[config.mk]
export PLATFORM = sky130hd
export DESIGN_NAME = plic_top
export DESIGN_NICKNAME = d
export VERILOG_FILES = /design/src/rtl/plic_pkg.sv /design/src/rtl/plic_ctrl.sv /design/src/rtl/plic_datapath.sv /design/src/rtl/plic_top.sv
export SDC_FILE = /design/constraint.sdc
export NUM_CORES = 1
export LEC_CHECK = 0
export BUFFER_PORTS_ARGS = -buffer_cell sky130_fd_sc_hd__buf_2
export CAP_MARGIN = 20
export CELL_PAD_IN_SITES_DETAIL_PLACEMENT = 0
export CELL_PAD_IN_SITES_GLOBAL_PLACEMENT = 1
export CORE_UTILIZATION = 43
export DETAILED_ROUTE_END_ITERATION = 6
export HOLD_SLACK_MARGIN = 0.05
export PLACE_DENSITY = 0.75
export SYNTH_ARGS = -nofsm -noshare
export SYNTH_HDL_FRONTEND = slang
export SYNTH_SLANG_ARGS = --single-unit
[constraint.sdc]
create_clock -name clk -period 60.3 [get_ports clk]
set_input_delay 6.03 -clock clk [delete_from_list [all_inputs] [get_ports clk]]
set_output_delay 6.03 -clock clk [all_outputs]
set_load 0.005 [all_outputs]
[src/rtl/plic_pkg.sv]
package plic_pkg;

  typedef enum logic [2:0] {
    RD_NONE,
    RD_PRIO,
    RD_PEND,
    RD_EN,
    RD_THR,
    RD_CLAIM
  } rdSel_e;

  // strobes from address decode to the register datapath
  typedef struct packed {
    logic        prioWe;
    logic        enWe;
    logic        thrWe;
    logic        claimRd;
    logic        complWr;
    rdSel_e      rdSel;
    logic [15:0] srcIdx;
    logic [7:0]  ctxIdx;
    logic [7:0]  wordIdx;
  } strobe_t;

endpackage

[src/rtl/plic_ctrl.sv]
module plic_ctrl
  import plic_pkg::*;
#(
  parameter int NSRC     = 16,
  parameter int NCTX     = 4,
  parameter int EN_WORDS = 1,
  parameter int ADDR_W   = 24
) (
  input  logic              busValid,
  input  logic              busWe,
  input  logic [ADDR_W-1:0] busAddr,
  output strobe_t           stb
);

  localparam logic [ADDR_W-1:0] PEND_BASE = ADDR_W'(32'h1000);
  localparam logic [ADDR_W-1:0] EN_BASE   = ADDR_W'(32'h2000);
  localparam logic [ADDR_W-1:0] CTX_BASE  = ADDR_W'(32'h200000);

  logic [ADDR_W-1:0] enOff;
  logic [ADDR_W-1:0] thOff;
  logic [15:0]       wordSel;

  assign enOff   = busAddr - EN_BASE;
  assign thOff   = busAddr - CTX_BASE;
  assign wordSel = {6'd0, busAddr[11:2]};

  always_comb begin
    stb       = '0;
    stb.rdSel = RD_NONE;
    if (busValid) begin
      if (busAddr < PEND_BASE) begin
        if (wordSel < 16'(NSRC)) begin
          stb.srcIdx = wordSel;
          stb.prioWe = busWe;
          stb.rdSel  = busWe ? RD_NONE : RD_PRIO;
        end
      end else if (busAddr < EN_BASE) begin
        if (wordSel < 16'(EN_WORDS) && !busWe) begin
          stb.wordIdx = 8'(wordSel);
          stb.rdSel   = RD_PEND;
        end
      end else if (busAddr < CTX_BASE) begin
        if (enOff[ADDR_W-1:7] < (ADDR_W-7)'(NCTX) &&
            {3'd0, enOff[6:2]} < 8'(EN_WORDS)) begin
          stb.ctxIdx  = 8'(enOff[ADDR_W-1:7]);
          stb.wordIdx = {3'd0, enOff[6:2]};
          stb.enWe    = busWe;
          stb.rdSel   = busWe ? RD_NONE : RD_EN;
        end
      end else if (thOff[ADDR_W-1:12] < (ADDR_W-12)'(NCTX)) begin
        stb.ctxIdx = 8'(thOff[ADDR_W-1:12]);
        if (thOff[11:0] == 12'h000) begin
          stb.thrWe = busWe;
          stb.rdSel = busWe ? RD_NONE : RD_THR;
        end else if (thOff[11:0] == 12'h004) begin
          stb.complWr = busWe;
          stb.claimRd = !busWe;
          stb.rdSel   = busWe ? RD_NONE : RD_CLAIM;
        end
      end
    end
  end

endmodule

[src/rtl/plic_datapath.sv]
module plic_datapath
  import plic_pkg::*;
#(
  parameter int NSRC   = 16,
  parameter int NCTX   = 4,
  parameter int PRIO_W = 3,
  parameter int ID_W   = 4
) (
  input  logic            clk,
  input  logic            rstN,
  input  logic [NSRC-1:0] irqSrc,
  input  logic [31:0]     busWdata,
  input  strobe_t         stb,
  output logic [31:0]     busRdata,
  output logic [NCTX-1:0] extIrq,
  output logic [NSRC-1:0] pendVec,
  output logic [NSRC-1:0] inSvcVec
);

  logic [PRIO_W-1:0]    prio  [NSRC];
  logic [NSRC-1:0]      en    [NCTX];
  logic [PRIO_W-1:0]    thr   [NCTX];
  logic [NSRC-1:0]      pend;
  logic [NSRC-1:0]      inSvc;
  logic [NCTX*ID_W-1:0] bestFlat;
  logic [ID_W-1:0]      selId;

  assign pendVec  = pend;
  assign inSvcVec = inSvc;

  // per-context arbitration: strict > from the threshold up keeps the lowest ID on ties
  for (genvar c = 0; c < NCTX; c++) begin : g_ctx
    logic [ID_W-1:0]   bId;
    logic [PRIO_W-1:0] bPr;
    always_comb begin
      bId = '0;
      bPr = thr[c];
      for (int i = 1; i < NSRC; i++) begin
        if (pend[i] && en[c][i] && prio[i] > bPr) begin
          bPr = prio[i];
          bId = ID_W'(i);
        end
      end
    end
    assign bestFlat[c*ID_W +: ID_W] = bId;
    assign extIrq[c] = (bId != '0);
  end

  always_comb begin
    selId = '0;
    for (int c = 0; c < NCTX; c++)
      if (stb.ctxIdx == 8'(c)) selId = bestFlat[c*ID_W +: ID_W];
  end

  always_ff @(posedge clk) begin
    if (!rstN) begin
      for (int i = 0; i < NSRC; i++) prio[i] <= '0;
      for (int c = 0; c < NCTX; c++) begin
        en[c]  <= '0;
        thr[c] <= '0;
      end
      pend  <= '0;
      inSvc <= '0;
    end else begin
      for (int i = 1; i < NSRC; i++)
        if (stb.prioWe && stb.srcIdx == 16'(i)) prio[i] <= busWdata[PRIO_W-1:0];
      for (int c = 0; c < NCTX; c++) begin
        if (stb.thrWe && stb.ctxIdx == 8'(c)) thr[c] <= busWdata[PRIO_W-1:0];
        for (int i = 1; i < NSRC; i++)
          if (stb.enWe && stb.ctxIdx == 8'(c) && stb.wordIdx == 8'(i / 32))
            en[c][i] <= busWdata[i % 32];
      end
      pend[0]  <= 1'b0;
      inSvc[0] <= 1'b0;
      for (int i = 1; i < NSRC; i++) begin
        if (stb.claimRd && selId == ID_W'(i)) begin
          pend[i]  <= 1'b0;
          inSvc[i] <= 1'b1;
        end else begin
          pend[i] <= pend[i] | (irqSrc[i] & ~inSvc[i]);
          if (stb.complWr && busWdata == 32'(i)) inSvc[i] <= 1'b0;
        end
      end
    end
  end

  always_comb begin
    busRdata = '0;
    case (stb.rdSel)
      RD_PRIO:
        for (int i = 0; i < NSRC; i++)
          if (stb.srcIdx == 16'(i)) busRdata = 32'(prio[i]);
      RD_PEND:
        for (int i = 0; i < NSRC; i++)
          if (stb.wordIdx == 8'(i / 32)) busRdata[i % 32] = pend[i];
      RD_EN:
        for (int c = 0; c < NCTX; c++)
          for (int i = 0; i < NSRC; i++)
            if (stb.ctxIdx == 8'(c) && stb.wordIdx == 8'(i / 32)) busRdata[i % 32] = en[c][i];
      RD_THR:
        for (int c = 0; c < NCTX; c++)
          if (stb.ctxIdx == 8'(c)) busRdata = 32'(thr[c]);
      RD_CLAIM: busRdata = 32'(selId);
      default:  busRdata = '0;
    endcase
  end

endmodule

[src/rtl/plic_top.sv]
module plic_top
  import plic_pkg::*;
#(
  parameter int NSRC   = 16,
  parameter int NHART  = 2,
  parameter int PRIO_W = 3,
  parameter int ADDR_W = 24
) (
  input  logic                 clk,
  input  logic                 rstN,
  input  logic [NSRC-1:0]      irqSrc,
  input  logic                 busValid,
  output logic                 busReady,
  input  logic                 busWe,
  input  logic [ADDR_W-1:0]    busAddr,
  input  logic [31:0]          busWdata,
  output logic [31:0]          busRdata,
  output logic [2*NHART-1:0]   extIrq
);

  localparam int NCTX     = 2 * NHART;
  localparam int EN_WORDS = NSRC / 32 + 1;
  localparam int ID_W     = $clog2(NSRC);

  strobe_t         stb;
  logic [NSRC-1:0] pendVec;
  logic [NSRC-1:0] inSvcVec;

  assign busReady = busValid;

  plic_ctrl #(
    .NSRC(NSRC), .NCTX(NCTX), .EN_WORDS(EN_WORDS), .ADDR_W(ADDR_W)
  ) u_ctrl (
    .busValid(busValid), .busWe(busWe), .busAddr(busAddr), .stb(stb)
  );

  plic_datapath #(
    .NSRC(NSRC), .NCTX(NCTX), .PRIO_W(PRIO_W), .ID_W(ID_W)
  ) u_dp (
    .clk(clk), .rstN(rstN), .irqSrc(irqSrc), .busWdata(busWdata), .stb(stb),
    .busRdata(busRdata), .extIrq(extIrq), .pendVec(pendVec), .inSvcVec(inSvcVec)
  );

endmodule

Yosys cells after proc, flatten, opt, wreduce, memory -nomap -nowiden
Memories as Yosys holds them, arrays and structs flattened. Index checks and enable logic that the tools add are counted.

Output and inout bits: 37. Logic and storage cells: 938. Bits in read-only memories: 0. Bits in latches: 0. Register bits: 31. RAM bits: 120. Memories kept: 3.

Multiplexer cells: 433. Eq/ne operators: 54. Reductions and logical operators: 222. Shifts and indexed selects: 0. Divide/modulo/power cells: 0. $lt $le $gt $ge: 68. Multiply operators: 0. Bitwise operators: 125. Add/sub/neg operators: 2.

Memory list: u_dp.en (words 4, bits a word 15, rd ports 4, clocked after Yosys merged registers in 0, wr ports 4, RTL line plic_datapath.sv:21) `logic [NSRC-1:0] en [NCTX];`; u_dp.prio (words 16, bits a word 3, rd ports 16, clocked after Yosys merged registers in 0, wr ports 16, RTL line plic_datapath.sv:20) `logic [PRIO_W-1:0] prio [NSRC];`; u_dp.thr (words 4, bits a word 3, rd ports 4, clocked after Yosys merged registers in 0, wr ports 4, RTL line plic_datapath.sv:22) `logic [PRIO_W-1:0] thr [NCTX];`.

Operator list (number): $mux 3 (118); $eq 32x4->1 const B (8); $mux 1 (250); $logic_and 1x1->1 (183); $gt 3x3->1 (60); $mux 4 (38); $eq 16x4->1 const B (8); $eq 32x3->1 const B (4); $or 1x1->1 (94); $pmux 16 s5 (1); $eq 16x3->1 const B (4); $eq 32x2->1 const B (2); $mux 16 (3); $mux 8 (6); $mux 40 (1); $eq 16x2->1 const B (2); $eq 32x1->1 const B (1); $eq 4x4->1 const B (8); $mux 32 (1); $pmux 16 s2 (1); $reduce_bool 2->1 (15); $reduce_or 2->1 (15); $lt 24x13->1 const B (1); $lt 24x14->1 const B (1); 29 further kinds (79).

Logic depth before layout (Yosys ltp)
An unclocked memory read counts as a cell.

Depth in word-level cells: 53. Gate-level depth with buffers: 118.

By module
A second synthesis with hierarchy kept.

Cell total of the unflattened synthesis: 1908. Area, all modules: 15442.3 µm².

Modules (own cells, without submodules): plic_datapath (cells an instance 1813, area each 14811.7 µm², instances 1, seq. area each 4113.9 µm²); plic_ctrl (cells an instance 94, area each 623.1 µm², instances 1, seq. area each 0.0 µm²); plic_top (cells an instance 1, area each 7.5 µm², instances 1, seq. area each 0.0 µm²).

Worst setup path after synthesis
OpenSTA, ideal clock, no wires.

Kind: reg-to-output. Start point: memory u_dp.prio[1][1]. End point: output busRdata[2]. Buffers on the path: 0. Arrival time: 20.894 ns. Data required time: 54.270 ns. Stages on the path, launching flop included: 102. Path slack: 33.376 ns. Path through: edfxtp_1 -> ha_1 -> nor2b_1 -> o311a_4 -> nand2_1 -> nor2_1 -> a21oi_1 -> ha_1 -> nand2_1 -> nor2_1 -> a31oi_1 -> nand2b_1 -> nor2_1 -> mux2i_1 -> inv_1 -> ha_1 -> nor2b_1 -> a31o_2 -> (+66 left out) -> o21ai_0 -> ha_1 -> nand2_1 -> nor2_1 -> o31a_1 -> a21o_1 -> o221a_2 -> ha_1 -> a311oi_1 -> mux2_2 -> ha_1 -> nor2b_1 -> o21a_1 -> o2111ai_1 -> nand2b_1 -> o41a_1 -> mux2i_1 -> o221ai_1.

RTL lines: start: declaration (RTL line plic_datapath.sv:20); end: declaration (RTL line plic_top.sv:17) `output logic [31:0] busRdata,`.

==> impl_metrics.py <==
metrics = {
    "outcome": {
        "status": "complete, no violations",
    },
    "synthesis": {
        "synth_enable_flop_cells": 117,
        "yosys-top-cells-count": "nand2_1 (262), nor2_1 (196), ha_1 (146)",
        "synthSimpleGateAreaFrac": 0.241,
        "synth_compound_area_frac": 0.228,
        "synth_fa_ha_area_frac": 0.124,
        "synth_top_family_by_area": "simple AND/OR/NAND/NOR gates",
        "post-synth-top-count-cell": "nand2_1",
        "yosys.area.top_type_share": 0.231,
        "netlist_instances": 1899,
        "ys_types": 96,
        "synthMuxAreaShare": 0.0733,
        "synth_warnings": 0,
        "ys_top_cells_by_area": "edfxtp_1 (23%), ha_1 (12%), nand2_1 (6.5%), nor2_1 (4.8%), a21oi_1 (4.1%)",
        "ys_seq_area_frac": 0.270,
        "syn_area_per_cell_um2": 8.01,
        "syn_area_um2": 15200,
        "async_reset_ff_frac": 0,
        "yosysTopAreaCell": "edfxtp_1",
        "synth_ff_type": "edfxtp_1",
        "synth-seq-cells": 147,
        "synth-xor-area-share": 0.00633,
    },
    "min_path": {
        "min_path_type": "reg2reg",
        "worstHoldStart": "u_dp.inSvcVec[11]",
        "whs_path_depth": 2,
    },
    "setup_path": {
        "crit_path_frequent_cell": "ha_1",
        "critPathSlowestCell": "a311oi_1",
        "critPathKind": "reg2out",
        "crit_path_start_kind": "flop",
        "crit_start": "u_dp.prio[1][1]",
        "reg2reg_slack_ns": 35.19,
        "critical_path_arrival_ns": 25.55,
        "cp.depth": 99,
        "cp_top_family": "compound AO/OA/AOI/OAI gates",
        "cp_slowest_stage_delay_ns": 0.72,
        "crit_required_ns": 54.27,
        "cp_num_buf_inv": 6,
        "end_kind": "output port",
        "worstReg2RegStart": "u_dp.prio[1][1]",
        "crit_fanout": 11,
        "rr_worst_depth": 98,
    },
    "timing": {
        "fin_setup_tns_ns": 0,
        "tightest_slew_ns": 1.14,
        "max_freq_mhz": 31.7,
        "skew_ns": 0.0143,
        "fin_crit_sh": 0.524,
        "slew_headroom": 0.241,
        "setup_viol": 0,
        "rsz0062_at_grt": "false",
        "worst_slack_ns": 28.72,
        "period_needed_ns": 31.58,
        "hold_viol": 0,
        "finalMaxSlewViolations": 0,
    },
    "job": {
        "maxCapViolCount": 0,
    },
    "clock_network": {
        "cts_hold_buf": 0,
        "numCtsBuffers": 17,
        "cts_tree": "done",
        "cts-resized-gates": 0,
        "clock-sinks": 147,
        "cts_buffer_depth": 2,
        "clk_pin_slew_worst_paths_ns": 0.07,
        "cts_setup_buffers": 0,
        "clk_latency_ns": 0.46,
        "root_buffer": "clkbuf_16",
        "htreeDepth": 4,
    },
    "route": {
        "drtPass1Iterations": 6,
        "ant_nets": 0,
        "drt_iter0_drc": 1286,
        "wl_per_cell_um": 21.9,
        "wirelength_um": 53400,
        "vias": 14749,
        "via_per_inst": 6.06,
        "drc": 0,
    },
    "power": {
        "irDropWorstVdd_mv": 0.0206,
        "p_per_area_nw_per_um2": 25.2,
        "p_leak_nw": 7.06,
    },
    "global_routing": {
        "grt_pass1_wl_um": 80100,
        "antenna_found_initial": 0,
        "grt-ovfl-total": 0,
        "grt_max_degree": 50,
        "grt_util_all_layers": 0.296,
        "grt_pass1_vias": 13445,
    },
    "placement": {
        "dp_slack_ns": 29.53,
        "numPortBuffers": 95,
        "dpl_cell_area_um2": 16100,
        "dpl.hpwl_um": 41600,
        "routabilityCongestion": 0.922,
    },
    "floorplanning": {
        "coreArea_um2": 34700,
        "dieWidth_um": 190,
        "die_h_um": 190,
        "row_count": 68,
        "fp.dieArea_um2": 36100,
        "io_pins": 113,
        "initial_utilization": 0.438,
    },
    "finish": {
        "drive_gt1_frac": 0.120,
        "final_area_um2": 16700,
        "synthToLayoutAreaGrowth_pct": 9.56,
        "n_antenna_cell": 0,
        "nNetsFinal": 2187,
    },
}
kinds of logic after synthesis:
kind of cell	after synthesis
AND/OR/NAND/NOR	769
multiplexers	104
flip-flops	147
buffers and inverters	212
adder cells (fa/ha/maj)	152
XOR/XNOR	11
other	1
AO/OA/AOI/OAI	503
layer usage:
layer,GRT usage,part of all wire,up-vias
met5,0,0,-
li1,-,-,7082
met4,0.0974,0.024,0
met1,0.418,0.46,7035
met3,0.0314,0.062,58
met2,0.467,0.45,574
final cells by class:
type,count,area (um2)
Clock buffer,18,439
Clock inverter,14,114
Fill cell,3446,18000
Inverter,134,503
Multi-Input combinational cell,1555,10300
Sequential cell,147,4110
Tap cell,455,569
Timing Repair Buffer,110,601
state kept, by name (all words and copies together), names as in the netlist:
signal / count
u_dp.thr: 12
u_dp.prio: 45
u_dp.inSvcVec: 15
u_dp.en: 60
u_dp.pendVec: 15
report_power, final:
part	internal, W	total (W)	switching, W
Combinational	0.0000760	0.000189	0.000113
Sequential	0.000115	0.000125	0.0000103
Clock	0.0000550	0.000106	0.0000508
stage by stage:
stage,util,hold WS [ns],total power [W],cells
after global routing,0.480,0.517,0.000446,2433
after global placement,0.463,0.472,0.000307,2398
after detailed placement,0.463,0.483,0.000312,2398
after CTS,0.479,0.492,0.000417,2430
final,0.480,0.489,0.000420,2433
after floorplan,-,0.461,0.000260,1914
worst paths after layout:
path	endpoint
worst min-delay path	u_dp.inSvcVec[11]
worst max-delay path	busRdata[2]
worst min register to register	u_dp.inSvcVec[11]
worst max register to register	u_dp.pendVec[9]
tightest hold or removal path, delay by kind of cell (launching register included):
family,cells,cell delay (ns)
AO/OA/AOI/OAI,2,0.13
flip-flops,1,0.31
cells in the final DEF (no fill, tap or decap), drive strengths merged, types with 15 or more instances in the layout:
master,Yosys,final
o211ai,15,15
o21ai,105,105
o21a,17,17
nor2b,28,28
mux2,53,53
mux2i,51,51
nand3,57,57
ha,146,146
and3,37,37
edfxtp,117,117
o22ai,17,17
nor3,26,26
a21oi,124,124
inv,134,144
a311oi,32,32
dfxtp,30,30
or3,16,16
and2,78,78
nand2,262,262
conb,1,16
a21o,39,39
clkbuf,58,19
a31oi,37,37
nor2,196,196
buf,20,109
Power figures use the tool's default switching activity.
